<file path="config.mk">
export PLATFORM = sky130hd
export DESIGN_NAME = stby_ctrl
export DESIGN_NICKNAME = d
export VERILOG_FILES = /design/src/rtl/stby_pkg.sv /design/src/rtl/stby_irq_scan.sv /design/src/rtl/stby_mode_pick.sv /design/src/rtl/stby_fsm.sv /design/src/rtl/stby_ctrl.sv
export SDC_FILE = /design/constraint.sdc
export NUM_CORES = 1
export LEC_CHECK = 0
export ABC_AREA = 1
export ABC_CLOCK_PERIOD_IN_PS = 3000
export BUFFER_PORTS_ARGS = -buffer_cell sky130_fd_sc_hd__buf_2
export CORE_AREA = 5 5 42 44
export CTS_BUF_LIST = sky130_fd_sc_hd__clkbuf_4
export DETAILED_ROUTE_END_ITERATION = 8
export DIE_AREA = 0 0 47 49
export GPL_ROUTABILITY_DRIVEN = 0
export PLACE_DENSITY = 0.7
export SLEW_MARGIN = 20
export SYNTH_ARGS = -nofsm -noshare
export SYNTH_HDL_FRONTEND = slang
export SYNTH_HIERARCHICAL = 1
export SYNTH_SLANG_ARGS = --single-unit
</file>
<file path="constraint.sdc">
create_clock -name clk -period 3 [get_ports clk]
set_input_delay 0.3 -clock clk [delete_from_list [all_inputs] [get_ports clk]]
set_output_delay 0.3 -clock clk [all_outputs]
set_load 0.1 [all_outputs]
</file>
<file path="src/rtl/stby_pkg.sv">
package stby_pkg;
  localparam int LVL_W = 2;
  localparam logic [LVL_W-1:0] LVL_DEAD = 2'b11;
  localparam int GATE_W = 3;

  typedef enum logic [1:0] {
    M_RUN   = 2'b00,
    M_SLEEP = 2'b01,
    M_STOP  = 2'b10,
    M_WATCH = 2'b11
  } mode_e;

  // gate bits: [0] cpu clock, [1] peripheral clock, [2] timebase clock
  function automatic logic [GATE_W-1:0] gate_of(mode_e m);
    case (m)
      M_SLEEP: gate_of = 3'b001;
      M_STOP:  gate_of = 3'b111;
      M_WATCH: gate_of = 3'b011;
      default: gate_of = 3'b000;
    endcase
  endfunction
endpackage

</file>
<file path="src/rtl/stby_irq_scan.sv">
module stby_irq_scan
  import stby_pkg::*;
#(
  parameter int NIRQ = 4
) (
  input  logic                  clk,
  input  logic                  rst_n,
  input  logic [NIRQ-1:0]       irq_pend,
  input  logic [LVL_W*NIRQ-1:0] irq_lvl,
  output logic                  any_live,
  output logic [LVL_W-1:0]      best_lvl
);
  logic [NIRQ-1:0] live;

  genvar g;
  generate
    for (g = 0; g < NIRQ; g++) begin : g_live
      assign live[g] = irq_pend[g] && (irq_lvl[LVL_W*g +: LVL_W] != LVL_DEAD);
    end
  endgenerate

  always_comb begin
    best_lvl = LVL_DEAD;
    for (int i = 0; i < NIRQ; i++) begin
      if (live[i] && (irq_lvl[LVL_W*i +: LVL_W] < best_lvl))
        best_lvl = irq_lvl[LVL_W*i +: LVL_W];
    end
  end

  assign any_live = |live;

  // a live request always yields a best level above the dead one
  p_best_live_r8: assert property (@(posedge clk) disable iff (!rst_n)
    any_live |-> (best_lvl != LVL_DEAD));
endmodule

</file>
<file path="src/rtl/stby_mode_pick.sv">
module stby_mode_pick
  import stby_pkg::*;
(
  input  logic [2:0] bits,
  output logic       valid,
  output mode_e      pick
);
  always_comb begin
    valid = 1'b1;
    if (bits[2])      pick = M_STOP;
    else if (bits[1]) pick = M_WATCH;
    else if (bits[0]) pick = M_SLEEP;
    else begin
      pick  = M_RUN;
      valid = 1'b0;
    end
  end

  // stop request always wins
  always_comb begin
    if (bits[2]) p_stop_first_r3: assert (pick == M_STOP);
  end
endmodule

</file>
<file path="src/rtl/stby_fsm.sv">
module stby_fsm
  import stby_pkg::*;
(
  input  logic  clk,
  input  logic  rst_n,
  input  logic  wr_en,
  input  logic  pick_valid,
  input  mode_e pick,
  input  logic  clk_stable,
  input  logic  any_live,
  input  logic  take_ok,
  output mode_e mode_q,
  output logic  wake_q,
  output logic  take_q
);
  logic accept;
  assign accept = wr_en && pick_valid && clk_stable && !any_live;

  always_ff @(posedge clk) begin
    if (!rst_n) begin
      mode_q <= M_RUN;
      wake_q <= 1'b0;
      take_q <= 1'b0;
    end else begin
      wake_q <= 1'b0;
      take_q <= 1'b0;
      if (mode_q == M_RUN) begin
        if (accept) mode_q <= pick;
      end else if (any_live) begin
        mode_q <= M_RUN;
        wake_q <= 1'b1;
        take_q <= take_ok;
      end
    end
  end

  // a blocking interrupt keeps the block running
  p_refuse_irq_r4: assert property (@(posedge clk) disable iff (!rst_n)
    (mode_q == M_RUN && any_live) |=> (mode_q == M_RUN));
  // unstable clock keeps the block running
  p_refuse_clk_r5: assert property (@(posedge clk) disable iff (!rst_n)
    (mode_q == M_RUN && !clk_stable) |=> (mode_q == M_RUN));
  // a live request in standby returns to run with a pulse
  p_wake_exit_r7: assert property (@(posedge clk) disable iff (!rst_n)
    (mode_q != M_RUN && any_live) |=> (mode_q == M_RUN && wake_q));
  p_wake_once_r7: assert property (@(posedge clk) disable iff (!rst_n)
    wake_q |=> !wake_q);
  // the decision is only given with the pulse
  p_take_with_wake_r8: assert property (@(posedge clk) disable iff (!rst_n)
    take_q |-> wake_q);
  // standby holds without a live request, writes or not
  p_hold_r9: assert property (@(posedge clk) disable iff (!rst_n)
    (mode_q != M_RUN && !any_live) |=> $stable(mode_q));
endmodule

</file>
<file path="src/rtl/stby_ctrl.sv">
module stby_ctrl
  import stby_pkg::*;
#(
  parameter int NIRQ = 4
) (
  input  logic                  clk,
  input  logic                  rst_n,
  input  logic                  wr_en,
  input  logic [2:0]            wr_bits,
  input  logic [NIRQ-1:0]       irq_pend,
  input  logic [LVL_W*NIRQ-1:0] irq_lvl,
  input  logic                  clk_stable,
  input  logic                  cpu_ie,
  input  logic [LVL_W-1:0]      cpu_lvl,
  output logic [1:0]            mode,
  output logic                  cpu_halt,
  output logic [GATE_W-1:0]     clk_gate,
  output logic                  wake_pulse,
  output logic                  wake_take
);
  logic             any_live;
  logic [LVL_W-1:0] best_lvl;
  logic             pick_valid;
  mode_e            pick;
  mode_e            mode_q;

  stby_irq_scan #(.NIRQ(NIRQ)) u_scan (
    .clk      (clk),
    .rst_n    (rst_n),
    .irq_pend (irq_pend),
    .irq_lvl  (irq_lvl),
    .any_live (any_live),
    .best_lvl (best_lvl)
  );

  stby_mode_pick u_pick (
    .bits  (wr_bits),
    .valid (pick_valid),
    .pick  (pick)
  );

  stby_fsm u_fsm (
    .clk        (clk),
    .rst_n      (rst_n),
    .wr_en      (wr_en),
    .pick_valid (pick_valid),
    .pick       (pick),
    .clk_stable (clk_stable),
    .any_live   (any_live),
    .take_ok    (cpu_ie && (best_lvl < cpu_lvl)),
    .mode_q     (mode_q),
    .wake_q     (wake_pulse),
    .take_q     (wake_take)
  );

  assign mode     = mode_q;
  assign cpu_halt = (mode_q != M_RUN);
  assign clk_gate = gate_of(mode_q);

  // the CPU clock is gated exactly while halted
  p_halt_gate_r6: assert property (@(posedge clk) disable iff (!rst_n)
    cpu_halt == clk_gate[0]);
endmodule

</file>
==> metrics.csv, run 1 <==
stage,metric,value,unit
run_status,status,"finished, final reports clean",
final_layout,final_common_cell,buf_2,
synth,syn-cell-area,485,um^2
timing,fin_crit_sh,75.5,%
power_and_ir_drop,power_switching,76.4,uW
timing,finalSetupViolations,0,
floorplanning,die_w,47,um
timing,hold_viol,0,
min_path,hp-class,input port to register,
timing,slew_headroom,67.7,%
global_route,grt_usage,10.5,%
synth,ys_seq_area_share,16.5,%
power_and_ir_drop,p_sw_share,36.6,%
synth,yosysWarnings,6,
min_path,hold_end,u_fsm/wake_q$_SDFF_PP0_,
global_route,antenna_found_initial,0,
timing,fmax,0.442,GHz
final_layout,finish.utilization,47.2,%
critical_path,reg2regPathDepth,4,
synth,yosysTopAreaCell,dfxtp_1,
global_route,grt-ovfl-total,0,
cts,clock_tree.buffer_depth,2,
power_and_ir_drop,p_leak,0.400,nW
synth,yosys-top-cells-area,"dfxtp_1, nand2_1, inv_1, nand3_1, ha_1",
critical_path,cp.required,3160,ps
detailed_routing,routed_wl,1080,um
critical_path,cp_data_arrival_time,2420,ps
min_path,holdPathStages,3,
global_route,grt_pass1_wl,1880,um
critical_path,rr_endpoint,u_fsm/mode_q[1]$_SDFFE_PN0P_,
cts,postCtsSetupBuffers,0,
detailed_routing,firstDrtPassIters,4,
floorplanning,core-area,1400,um^2
critical_path,rr_startpoint,u_fsm/mode_q[0]$_SDFFE_PN0P_,
run,cap_viol_max_count,0,
final_layout,final_cell_mix,"buf_2, nand2_1, inv_1, nand3_1",
floorplanning,ios,30,
detailed_routing,drt-vias-per-instance,4.50,
detailed_routing,route.detailed.drc,0,
power_and_ir_drop,pwr-share-comb,41.4,%
synth,synth_cell_types,22,
timing,final_max_slew_viol_count,0,
timing,clock_skew,8.32,ps
timing,min_period,2260,ps
floorplanning,start_util,34.6,%
critical_path,rrSetupSlack,2090,ps
synth,synth_fp_nets,106,
power_and_ir_drop,power,208,uW
critical_path,critPathMaxFanout,3,
detailed_routing,drt-initial-drc-count,11,
cts,clock_sinks,4,
critical_path,crit_path_end_kind,register,
synth,synth_top_area_share,16.5,%
min_path,holdCritStartpoint,rst_n,
place,dp_hpwl,945,um
final_layout,fillers,159,
cts,cts_tree,built,
place,port_buffers,29,
detailed_routing,ant_nets,0,
power_and_ir_drop,worst_ir_drop_vdd,0.000269,V
cts,clock_latency,240,ps
synth,postSynthAreaPerCell,5.99,um^2
final_layout,area_delta_synth_final,36.3,%
floorplanning,std_cell_rows,14,
timing,grt_setup_unrepaired,false,
cts,ctsHoldBuffers,0,
timing,tightest_slew,488,ps
cts,postCtsResizedCells,0,
final_layout,insertedDiodeCount,0,
synth,synth-seq-cells,4,
floorplanning,dieArea,2300,um^2
global_route,first_global_vias,533,
cts,htree_levels,1,
power_and_ir_drop,clkPwrFrac,32.2,%
power_and_ir_drop,seqPwrFrac,26.4,%
critical_path,critPathKind,input port to register,
critical_path,worstSetupStartpointType,input port,
global_route,grt_max_degree,8,
detailed_routing,wl_per_cell,8.47,um
detailed_routing,num_vias,572,
timing,fin_tns_setup,0,ps
cts,clkTransAtPathRegs,40,ps
floorplanning,die_h,49,um
power_and_ir_drop,p_int,132,uW
final_layout,layout-drive-gt1-share,43.2,%
cts,numCtsBuffers,3,
power_and_ir_drop,p_per_area,315,nW/um^2
final_layout,fin_nets,138,
synth,netlist_instances,81,
cts,cts_root_buffer,clkbuf_4,
[kinds of logic after synthesis]
family / count (synthesis) / synth area share (%)
buffers and inverters: 18 / 14.7
AND/OR/NAND/NOR: 50 / 54.1
AO/OA/AOI/OAI: 6 / 6.96
adder cells (fa/ha/maj): 3 / 7.73
flip-flops: 4 / 16.5
[layer usage]
layer	GRT usage [%]	share of wire (%)	up-vias
met2	18.3	51	23
met5	0	0	-
li1	-	-	316
met1	11.6	42	233
met3	1.11	7.2	0
met4	5.53	0	0
[registers in the layout, indices dropped and copies added (netlist names)]
| signal | cells |
|---|---|
| u_fsm/mode_q | 2 |
| u_fsm/take_q | 1 |
| u_fsm/wake_q | 1 |
[area by class of cell]
type	instances	area [um^2]	area share [%]
clock buffers	3	22.5	3.40
inverters	16	60.1	9.07
multi-input cells	59	334	50.5
flip-flops and latches	4	80.1	12.1
well taps	16	20.0	3.02
repair buffers	29	145	21.9
[worst max-delay path by stage]
stage,depth (start not counted),to,start
global placement,17,u_fsm/take_q$_SDFF_PP0_,irq_lvl[1]
CTS,17,u_fsm/take_q$_SDFF_PP0_,irq_lvl[3]
detailed placement,17,u_fsm/take_q$_SDFF_PP0_,irq_lvl[3]
finish,17,u_fsm/take_q$_SDFF_PP0_,irq_lvl[3]
global route,17,u_fsm/take_q$_SDFF_PP0_,irq_lvl[3]
floorplan,2,clk_gate[2],u_fsm/mode_q[1]$_SDFFE_PN0P_
[critical path: stages]
cell     delay (ps)
buf_2            90
inv_1            50
nand2_1          70
nand2_1          70
ha_1            280
nand2_2          80
nand2_2          60
o21ai_0         200
inv_1            70
ha_1            180
nor2_1          210
nand2_2          90
nand2_1          60
nand2_1          50
ha_1            260
a21oi_1         130
nor3b_1         180
[Yosys cell counts, drive strengths merged]
| cell type | count |
|---|---|
| nand2 | 22 |
| inv | 16 |
| nand3 | 11 |
| nor2 | 10 |
| dfxtp | 4 |
| a21oi | 3 |
| ha | 3 |
| o21ai | 3 |
| nand4 | 2 |
| or2 | 2 |
| and2 | 1 |
| buf | 1 |
| clkbuf | 1 |
| nor3b | 1 |
| or4 | 1 |
[per-stage QoR]
step	setup slack (ps)	area (um^2)	hold WS (ps)	cells
CTS	735	662	348	127
floorplan	296	485	462	81
global route	446	662	380	127
finish	735	662	348	127
detailed placement	489	639	569	124
global placement	550	639	566	124
[power by group through the flow]
stage | clock, mW | sequential [mW] | combinational (mW)
after floorplan | 0 | 0.0607 | 0.0584
after global placement | 0 | 0.0558 | 0.0854
after detailed placement | 0 | 0.0559 | 0.0867
after CTS | 0.0695 | 0.0550 | 0.0872
after global routing | 0.0737 | 0.0550 | 0.0987
final | 0.0672 | 0.0550 | 0.0863
Power figures use the tool's default switching activity.
==> run 2, diff against run 1 <==
- ABC_AREA: 1 -> 0
- ABC_CLOCK_PERIOD_IN_PS: 3000 -> 1800
- PLACE_DENSITY: 0.7 -> 0.71
- clock period: 3 -> 1.8 ns (I/O delays scaled with it)
==> run 2 against run 1 <==
Against the previous run:
- sequential power up 65%
- routed wire length grew 23%
- sequential cell count stayed put
- sequential share of layout area is 2.5 points lower
- via count shrank 1.4%
- cell area rose by 30%
- the flow now finishes with violations (negative setup slack)
- clock power up 65%
- synthesized cell count is 30% lower
- hold slack got worse by 110 ps
- final cell count down 10%
- critical endpoint unchanged
- area after synthesis is 3.6% lower
==> metrics.csv, run 2 <==
stage,metric,value,unit,change
critical_path,critPathKind,input port to register,,unchanged
run,cap_viol_max_count,0,,unchanged
final_layout,multiInputGateArea,448,um^2,was 334 um^2
final_layout,regArea,82.6,um^2,was 80.1 um^2
cts,clock_tree.buffer_depth,2,,unchanged
detailed_routing,firstDrtPassIters,4,,unchanged
final_layout,largest-register,u_fsm/mode_q,,unchanged
critical_path,cp.required,1980,ps,was 3160 ps
timing,min_period,2110,ps,
detailed_routing,ant_nets,0,,unchanged
synth,synth.cells.most_frequent,"inv_1, dfxtp_1, ha_1, o21ai_0",,"was nand2_1, inv_1, nand3_1"
floorplanning,dieArea,2300,um^2,unchanged
critical_path,reg2regPathDepth,2,,was 4
floorplanning,die_h,49,um,unchanged
global_route,grt_usage,12.4,%,was 10.5%
timing,clock_skew,6.35,ps,was 8.32 ps
floorplanning,ios,30,,unchanged
global_route,grt_pass1_wl,2190,um,was 1880 um
critical_path,rr_endpoint,u_fsm/take_q$_SDFF_PP0_,,was u_fsm/mode_q[1]$_SDFFE_PN0P_
min_path,hold_end,u_fsm/mode_q[1]$_SDFFE_PN0P_,,was u_fsm/wake_q$_SDFF_PP0_
detailed_routing,route.detailed.drc,0,,unchanged
final_layout,fillers,129,,was 159
global_route,met2_usage,22.6,%,was 18.3%
timing,setup_slack,-309,ps,was 735 ps
synth,synth-seq-cells,4,,unchanged
detailed_routing,drt-initial-drc-count,9,,was 11
min_path,hp-class,input port to register,,unchanged
final_layout,finish.utilization,61.3,%,was 47.2%
floorplanning,core-area,1400,um^2,unchanged
synth,netlist_instances,57,,was 81
final_layout,layout-drive-gt1-share,66.3,%,was 43.2%
cts,htree_levels,1,,unchanged
final_layout,fin_nets,125,,was 138
run_status,violations,negative setup slack,,
final_layout,area_delta_synth_final,83.7,%,was 36.3%
synth,synth_fp_nets,82,,was 106
cts,cts_root_buffer,clkbuf_4,,unchanged
cts,cts_tree,built,,unchanged
floorplanning,start_util,33.4,%,was 34.6%
place,numPlacedInstances,110,,was 124
final_layout,final_cell_area,860,um^2,was 662 um^2
synth,synth_enable_flop_cells,0,,unchanged
synth,yosysTopAreaCell,dfxtp_1,,unchanged
detailed_routing,wl_per_cell,11.6,um,was 8.47 um
cts,clock_sinks,4,,unchanged
critical_path,crit_path_end_kind,register,,unchanged
critical_path,critPathMaxFanout,2,,was 3
global_route,grt_max_degree,8,,unchanged
synth,yosys-top-cells-area,"dfxtp_1, ha_1, inv_1, nand4bb_1, o211ai_4",,"was dfxtp_1, nand2_1, inv_1, nand3_1, ha_1"
power_and_ir_drop,p_leak,0.420,nW,was 0.400 nW
timing,finalSetupViolations,1,,was 0
global_route,grt_use_met3,2.21,%,was 1.11%
place,place_ws,-577,ps,was 489 ps
timing,fin_crit_sh,117,%,
synth,postSynthAreaPerCell,8.21,um^2,was 5.99 um^2
timing,fin_tns_setup,-309,ps,was 0 ps
synth,yosysWarnings,6,,unchanged
global_route,antenna_found_initial,0,,unchanged
final_layout,largestRegisters,"u_fsm/mode_q (2), u_fsm/take_q (1), u_fsm/wake_q (1)",,unchanged
final_layout,final_cell_mix,"buf_2, buf_4, inv_1, a21oi_2, clkbuf_4",,"was buf_2, nand2_1, inv_1, nand3_1"
min_path,holdCritStartpoint,rst_n,,unchanged
detailed_routing,routed_wl,1320,um,was 1080 um
global_route,grt_busiest_layer,met2,,unchanged
critical_path,rr_startpoint,u_fsm/mode_q[0]$_SDFFE_PN0P_,,unchanged
run_status,status,"finished, violations left",,"was finished, final reports clean"
synth,syn-cell-area,468,um^2,was 485 um^2
global_route,met1_usage,12.7,%,was 11.6%
timing,final_max_slew_viol_count,0,,unchanged
cts,numCtsBuffers,3,,unchanged
critical_path,worstSetupStartpointType,input port,,unchanged
power_and_ir_drop,p_per_area,464,nW/um^2,was 315 nW/um^2
global_route,grt-ovfl-total,0,,unchanged
final_layout,largest_register_ffs,2,,unchanged
detailed_routing,num_vias,564,,was 572
place,dp_hpwl,1080,um,was 945 um
synth,synth_flop_cell,dfxtp_1,,unchanged
floorplanning,die_w,47,um,unchanged
synth,synth_top_area_share,17.1,%,was 16.5%
critical_path,rrSetupSlack,980,ps,was 2090 ps
critical_path,cp_data_arrival_time,2280,ps,was 2420 ps
place,port_buffers,29,,unchanged
min_path,holdPathStages,3,,unchanged
synth,synth_cell_types,36,,was 22
detailed_routing,drt-vias-per-instance,4.95,,was 4.50
place,place_area,767,um^2,was 639 um^2
timing,tightest_slew,491,ps,was 488 ps
timing,hold_slack,237,ps,was 348 ps
cts,clock_latency,240,ps,about the same
global_route,first_global_vias,578,,was 533
timing,hold_viol,0,,unchanged
final_layout,final_common_cell,buf_2,,unchanged
timing,grt_setup_unrepaired,true,,was false
power_and_ir_drop,power,399,uW,was 208 uW
timing,slew_headroom,67.5,%,was 67.7%
final_layout,insertedDiodeCount,0,,unchanged
synth,async_flop_share,0,%,unchanged
floorplanning,std_cell_rows,14,,unchanged
final_layout,layout.cells.non_filler,114,,was 127
synth,synth.most_common_cell,inv_1,,was nand2_1
cts,clkTransAtPathRegs,40,ps,about the same
power_and_ir_drop,worst_ir_drop_vdd,0.000190,V,was 0.000269 V
synth,ys_seq_area_share,17.1,%,was 16.5%
timing,fmax,0.474,GHz,
[run 2: cell type report]
cell class	count	share of cell area [%]
Clock buffer	3	2.62
Inverter	6	4.37
Multi-Input combinational cell	45	52.1
Sequential cell	4	9.61
Tap cell	16	2.33
Timing Repair Buffer	40	29.0
[run 2: logic make-up (layout without fill, tap and decap cells)]
family / after synthesis / after routing / synth area share, %
AOI/OAI and AO/OA: 16 / 16 / 27.5
adders and majority gates: 3 / 3 / 8.02
buffers and inverters: 8 / 49 / 7.22
DFF: 4 / 4 / 17.1
muxes: 1 / 1 / 2.14
and+or+nand+nor: 25 / 25 / 38.0
[run 2: what timing repair did]
action,CTS,global route
resized for setup,11,1
endpoints found under the setup margin,1,1
hold buffers,0,0
pin swaps,11,0
setup buffers,1,0
[run 2: worst max path at each step]
stage	cells past startpoint	start	end
floorplan	13	irq_pend[1]	u_fsm/take_q$_SDFF_PP0_
global placement	13	irq_pend[1]	u_fsm/take_q$_SDFF_PP0_
detailed placement	12	irq_pend[1]	u_fsm/take_q$_SDFF_PP0_
CTS	14	irq_pend[1]	u_fsm/take_q$_SDFF_PP0_
global route	14	irq_pend[1]	u_fsm/take_q$_SDFF_PP0_
finish	14	irq_pend[1]	u_fsm/take_q$_SDFF_PP0_
[run 2: power by group]
group / internal [mW] / total (mW) / switching, mW
Combinational: 0.105 / 0.197 / 0.0920
Clock: 0.0745 / 0.111 / 0.0365
Sequential: 0.0898 / 0.0905 / 0.000676
[run 2: critical path, stage by stage]
cell and delay [ps]:
buf_12 110, inv_12 40, o22ai_4 70, ha_4 170
nor3b_4 200, o21ai_2 100, o2bb2ai_4 160, ha_4 160
or2b_1 230, a21oi_2 130, mux2i_1 210, ha_1 260
a21oi_2 120, and2_1 120
[run 2: routing by layer]
metal | wire, um | part of all wire, %
met5 | 0 | 0
met4 | 0 | 0
met3 | 138 | 10
met2 | 727 | 55
met1 | 456 | 34
